--- src/rtl/modmul_carry.sv ---
module modmul_carry #(
  parameter int W = 8
) (
  input  logic         clk,
  input  logic         rst_n,
  input  logic         start,
  input  logic [W-1:0] x,
  input  logic [W-1:0] y,
  input  logic [W-1:0] d,
  input  logic [W-1:0] r_in,
  input  logic         r_use,
  output logic         busy,
  output logic         done,
  output logic [W-1:0] p
);
  localparam int IW = (W > 1) ? $clog2(W) : 1;
  localparam logic [IW-1:0] TOP = IW'(W - 1);

  typedef enum logic [2:0] {S_IDLE, S_PREP, S_DBL, S_ADD, S_FIX, S_FIN} st_t;

  st_t           st;
  logic [W-1:0]  xq, yq, dq, rq, pq;
  logic [IW-1:0] idx;
  logic          fix_after_dbl;
  logic          done_q;

  logic [W-1:0] addend;
  logic [W:0]   sum;
  logic [W:0]   r2;
  logic         r2_ge;

  always_comb begin
    case (st)
      S_DBL:   addend = pq;
      S_ADD:   addend = yq[idx] ? xq : '0;
      default: addend = rq;
    endcase
  end

  assign sum   = {1'b0, pq} + {1'b0, addend};
  assign r2    = {rq, 1'b0};
  assign r2_ge = r2 >= {1'b0, dq};

  assign busy = (st != S_IDLE);
  assign done = done_q;
  assign p    = pq;

  always_ff @(posedge clk or negedge rst_n) begin
    if (!rst_n) begin
      st            <= S_IDLE;
      xq            <= '0;
      yq            <= '0;
      dq            <= '0;
      rq            <= '0;
      pq            <= '0;
      idx           <= '0;
      fix_after_dbl <= 1'b0;
      done_q        <= 1'b0;
    end else begin
      done_q <= 1'b0;
      case (st)
        S_IDLE: begin
          if (start) begin
            xq  <= x;
            yq  <= y;
            dq  <= d;
            pq  <= '0;
            idx <= TOP;
            if (r_use) begin
              rq <= r_in;
              st <= S_DBL;
            end else begin
              rq <= W'(1);
              st <= S_PREP;
            end
          end
        end
        S_PREP: begin
          rq <= r2_ge ? (r2[W-1:0] - dq) : r2[W-1:0];
          if (idx == '0) begin
            idx <= TOP;
            st  <= S_DBL;
          end else begin
            idx <= idx - 1'b1;
          end
        end
        S_DBL: begin
          pq <= sum[W-1:0];
          if (sum[W]) begin
            fix_after_dbl <= 1'b1;
            st            <= S_FIX;
          end else begin
            st <= S_ADD;
          end
        end
        S_ADD: begin
          pq <= sum[W-1:0];
          if (sum[W]) begin
            fix_after_dbl <= 1'b0;
            st            <= S_FIX;
          end else if (idx == '0) begin
            st <= S_FIN;
          end else begin
            idx <= idx - 1'b1;
            st  <= S_DBL;
          end
        end
        S_FIX: begin
          pq <= sum[W-1:0];
          if (sum[W]) begin
            st <= S_FIX;
          end else if (fix_after_dbl) begin
            st <= S_ADD;
          end else if (idx == '0) begin
            st <= S_FIN;
          end else begin
            idx <= idx - 1'b1;
            st  <= S_DBL;
          end
        end
        S_FIN: begin
          pq     <= (pq >= dq) ? (pq - dq) : pq;
          done_q <= 1'b1;
          st     <= S_IDLE;
        end
        default: st <= S_IDLE;
      endcase
    end
  end
endmodule

--- config.mk ---
export PLATFORM = sky130hd
export DESIGN_NAME = modmul_carry
export DESIGN_NICKNAME = d
export VERILOG_FILES = /design/src/rtl/modmul_carry.sv
export SDC_FILE = /design/constraint.sdc
export NUM_CORES = 1
export LEC_CHECK = 0
export CAP_MARGIN = 5
export CORE_MARGIN = 2
export CORE_UTILIZATION = 45
export CTS_BUF_LIST = sky130_fd_sc_hd__clkbuf_2 sky130_fd_sc_hd__clkbuf_4 sky130_fd_sc_hd__clkbuf_8
export DETAILED_ROUTE_END_ITERATION = 7
export MAX_ROUTING_LAYER = met4
export PLACE_DENSITY = 0.74
export SLEW_MARGIN = 20
export SYNTH_ARGS = -nofsm -noshare
export SYNTH_HDL_FRONTEND = slang
export SYNTH_SLANG_ARGS = --single-unit
--- constraint.sdc ---
create_clock -name clk -period 4 [get_ports clk]
set_input_delay 0.4 -clock clk [delete_from_list [all_inputs] [get_ports clk]]
set_output_delay 0.4 -clock clk [all_outputs]
set_load 0.02 [all_outputs]
==> impl_results.md <==
- Crit path kind: reg2reg
- Top cells by count, synth: 81 x nand2_1, 48 x dfrtp_1, 45 x nor2_1
- Die width: ~93 um
- Seq/Total Area, Yosys: 33.9%
- I/O pin count: 46
- Unrepaired setup endpoints after global routing: false
- Mux contribution to synthesized area: just over 3%
- PwrDens: around 1000 nW/um^2
- CTS sink cnt: 48
- Max stage delay cell, worst path: fa_1
- Die height: ~90 um
- Wire per inst: about 16 um
- Worst EP required: approximately 4.2 ns
- Die area: between 8000 and 9000 sq um
- Worst slew pin tran: a little under 0.8 ns
- Synth top area share: between 30% and 40%
- Async set-reset flop share out of synthesis: 100%
- Max Cap Violations: 0
- Largest net degree at the start of global routing: between 40 and 50
- Layout Utilization: roughly 54%
- Tmin final: 3.41 ns
- Fraction of layout cells with a size suffix above 1: around 7.1%
- Cells resized by post-CTS repair: 0
- Worst hold path class: in2async
- Vias in the first global route: approximately 3,200
- Initial antenna violation count: 0
- Max incr delay on CP: 0.44 ns
- Count leader, synth: nand2_1
- Initial DRT Pass Iterations: 6
- CTS H-tree depth: 2
- CP cell instances: mux4_2, nand2_1, a21oi_4, a221oi_1, a21oi_1, ha_1, inv_1, fa_1, nor2b_4, o31ai_2, a21oi_1, nor2_1, a311oi_2, mux2_2
- Syn Nets: about 490
- Largest area contributor in the netlist: dfrtp_1
- CP Launch Point: idx[0]$_DFFE_PN0P_
- Number of synthesized flops with an enable pin: 0
- Fmax: 293 MHz
- Compound-Gate Fraction of Synth Area: 23.9%
- Rel. slew slack: roughly 48%
- Leak: ~1.8 nW
- XOR/XNOR Fraction of Synth Area: under 10%
- Largest family of logic cells by synthesized area: compound AO/OA/AOI/OAI gates
- Adder and majority gate portion of the synthesized area: a little over a tenth
- CTS max path bufs: 2
- Met1 Use GR: 29.9%
- GR Util met3: roughly 3.3%
- Clock Tree Root: clkbuf_8
- Hold buffer count at cts: 0
- Starting Density: 46.1%
- Simple-gate portion of the synthesized area: about a fifth
- Final nets: between 500 and 600
- Drc violations: 0
- Final HPWL DP: around 6.7 mm
- Synth Instances: roughly 430
- Via/cell ratio: 5.70
- GRT Util Overall: between 20 and 25%
- Synth area leaders: dfrtp_1 34%, ha_1 9.2%, nand2_1 8.6%, nor2_1 4.8%, o21ai_0 4.7%
- Worst-Skew Late Latency: 0.31 ns
- Final worst path period share: 85.2%
- Clock Pin Slew Worst Setup and Hold Paths: 0.09 ns
- Syn Area/Cell: slightly above 8 sq um
- Peak fanout along the critical path: 8
- Num CTS Buffers: 5
- Initial drt markers: 200
- Std cell rows: 32
- CP Capture Type: register
- Worst Skew: between 0.004 and 0.005 ns
- Synth warn: 0
- Global-route wire length before repair: roughly 15 mm
- Final Setup Violations: 0
- Syn Std Cell Area: approximately 3500 sq um
- Pins over their slew limit: 0
- FF-to-FF Start: idx[0]$_DFFE_PN0P_
- CP dominant cell by count: a21oi_1
- Critical path launch point type: register
- Met2 GRT Util: a little under two fifths
- DR vias: 3,226
- Postcts setup bufs: 0
- Status: complete, no violations
- Peak VDD IR: slightly below 0.4 mV
- Routability cong.: 0.937
- Final hold vios: 0
- Ys flop type: dfrtp_1
- Core Footprint: 7690 sq um
- P&R area growth vs syn: 17.8%
- CTS tree: yes
- ANT nets after route: 0
- Synth Register Bits: between 40 and 50
- WL final: approximately 8.9 mm
- Port Buf Inserts: 45
- Total gr overflow: 0
- WP data arrival: 3.61 ns
- Layer carrying the most global-route usage: met2
- Setup_tns: 0 ns
- ANT cells: 0
- Synth cell types: between 60 and 70
-- report_power, final --
part | switching, mW | internal (mW) | total, mW
clock network | 0.177 | 0.205 | 0.382
logic | 1.72 | 1.33 | 3.05
registers | 0.230 | 0.718 | 0.948
total | 2.13 | 2.25 | 4.38
-- per-stage QoR --
step / power, mW / hold slack, ns / cell area, sq um / setup WS [ns] / cells
4_1_cts: 4.36 / 0.339 / 4170 / 0.579 / 566
3_3_place_gp: 3.85 / 0.459 / 4050 / 0.695 / 558
6_report: 4.38 / 0.0927 / 4170 / 0.591 / 566
5_1_grt: 4.79 / 0.147 / 4170 / 0.294 / 566
2_1_floorplan: 3.27 / 0.104 / 3540 / 0.885 / 426
3_5_place_dp: 3.94 / 0.463 / 4050 / 0.610 / 558
-- layout make-up --
class	instances	area, sq um
inverter	21	78.8
sequential	48	1200
multi-input combinational	340	2180
timing repair buffer	47	463
clock buffer	6	82.6
tap	102	128
clock inverter	2	38.8
fill	764	3510
-- per-layer routing --
layer  vias up  share of wire [%]
met4         0                1.3
met5         -                  0
met3        12                6.6
met2       120                 48
li1       1582                  -
met1      1512                 44
-- worst max-delay path: cells and delay by family (launching register included) --
| family | cells | cell delay (ns) |
|---|---|---|
| AOI/OAI and AO/OA | 6 | 1.10 |
| muxes | 2 | 0.72 |
| adders and majority gates | 2 | 0.66 |
| DFF | 1 | 0.43 |
| and+or+nand+nor | 3 | 0.33 |
| buffers and inverters | 1 | 0.06 |
-- placed cells by master (no fill, tap or decap), types with 5 or more instances in the layout --
cell | Yosys | routed
clkbuf_8 | 0 | 6
ha_1 | 26 | 26
xnor2_1 | 6 | 6
a221oi_1 | 7 | 7
a211oi_1 | 9 | 9
nor2b_1 | 5 | 5
nand2_1 | 81 | 81
inv_1 | 20 | 20
and3_1 | 5 | 5
nor3_1 | 6 | 6
o21ai_0 | 33 | 33
a21oi_1 | 30 | 30
o21a_1 | 6 | 6
dfrtp_1 | 48 | 48
clkdlybuf4s50_1 | 0 | 44
nand2b_1 | 6 | 6
o22ai_1 | 6 | 6
nor2_1 | 45 | 45
-- worst paths after layout --
path / to / slack (ns) / cells past startpoint
worst max-delay path: idx[1]$_DFFE_PN0P_ / 0.59 / 14
worst min-delay path: dq[0]$_DFFE_PN0P_ / 0.09 / 1
worst max register to register: idx[1]$_DFFE_PN0P_ / 0.59 / 14
worst min register to register: yq[3]$_DFFE_PN0P_ / 0.48 / 2
max in group asynchronous: idx[2]$_DFFE_PN0P_ / 3.49 / 1
min in group clk: yq[3]$_DFFE_PN0P_ / 0.48 / 2
-- sequential cells by signal, indices dropped and copies added (netlist names) --
| register | flops |
|---|---|
| done | 1 |
| dq | 8 |
| fix_after_dbl | 1 |
| idx | 3 |
| p | 8 |
| rq | 8 |
| st | 3 |
| xq | 8 |
| yq | 8 |
-- cells by family after synthesis --
family | Yosys count
simple gates | 168
fa+ha+maj | 29
xor+xnor | 10
flops | 48
mux | 8
buf+inv | 38
compound gates | 125
No activity file was read; power rests on OpenSTA's default activity.
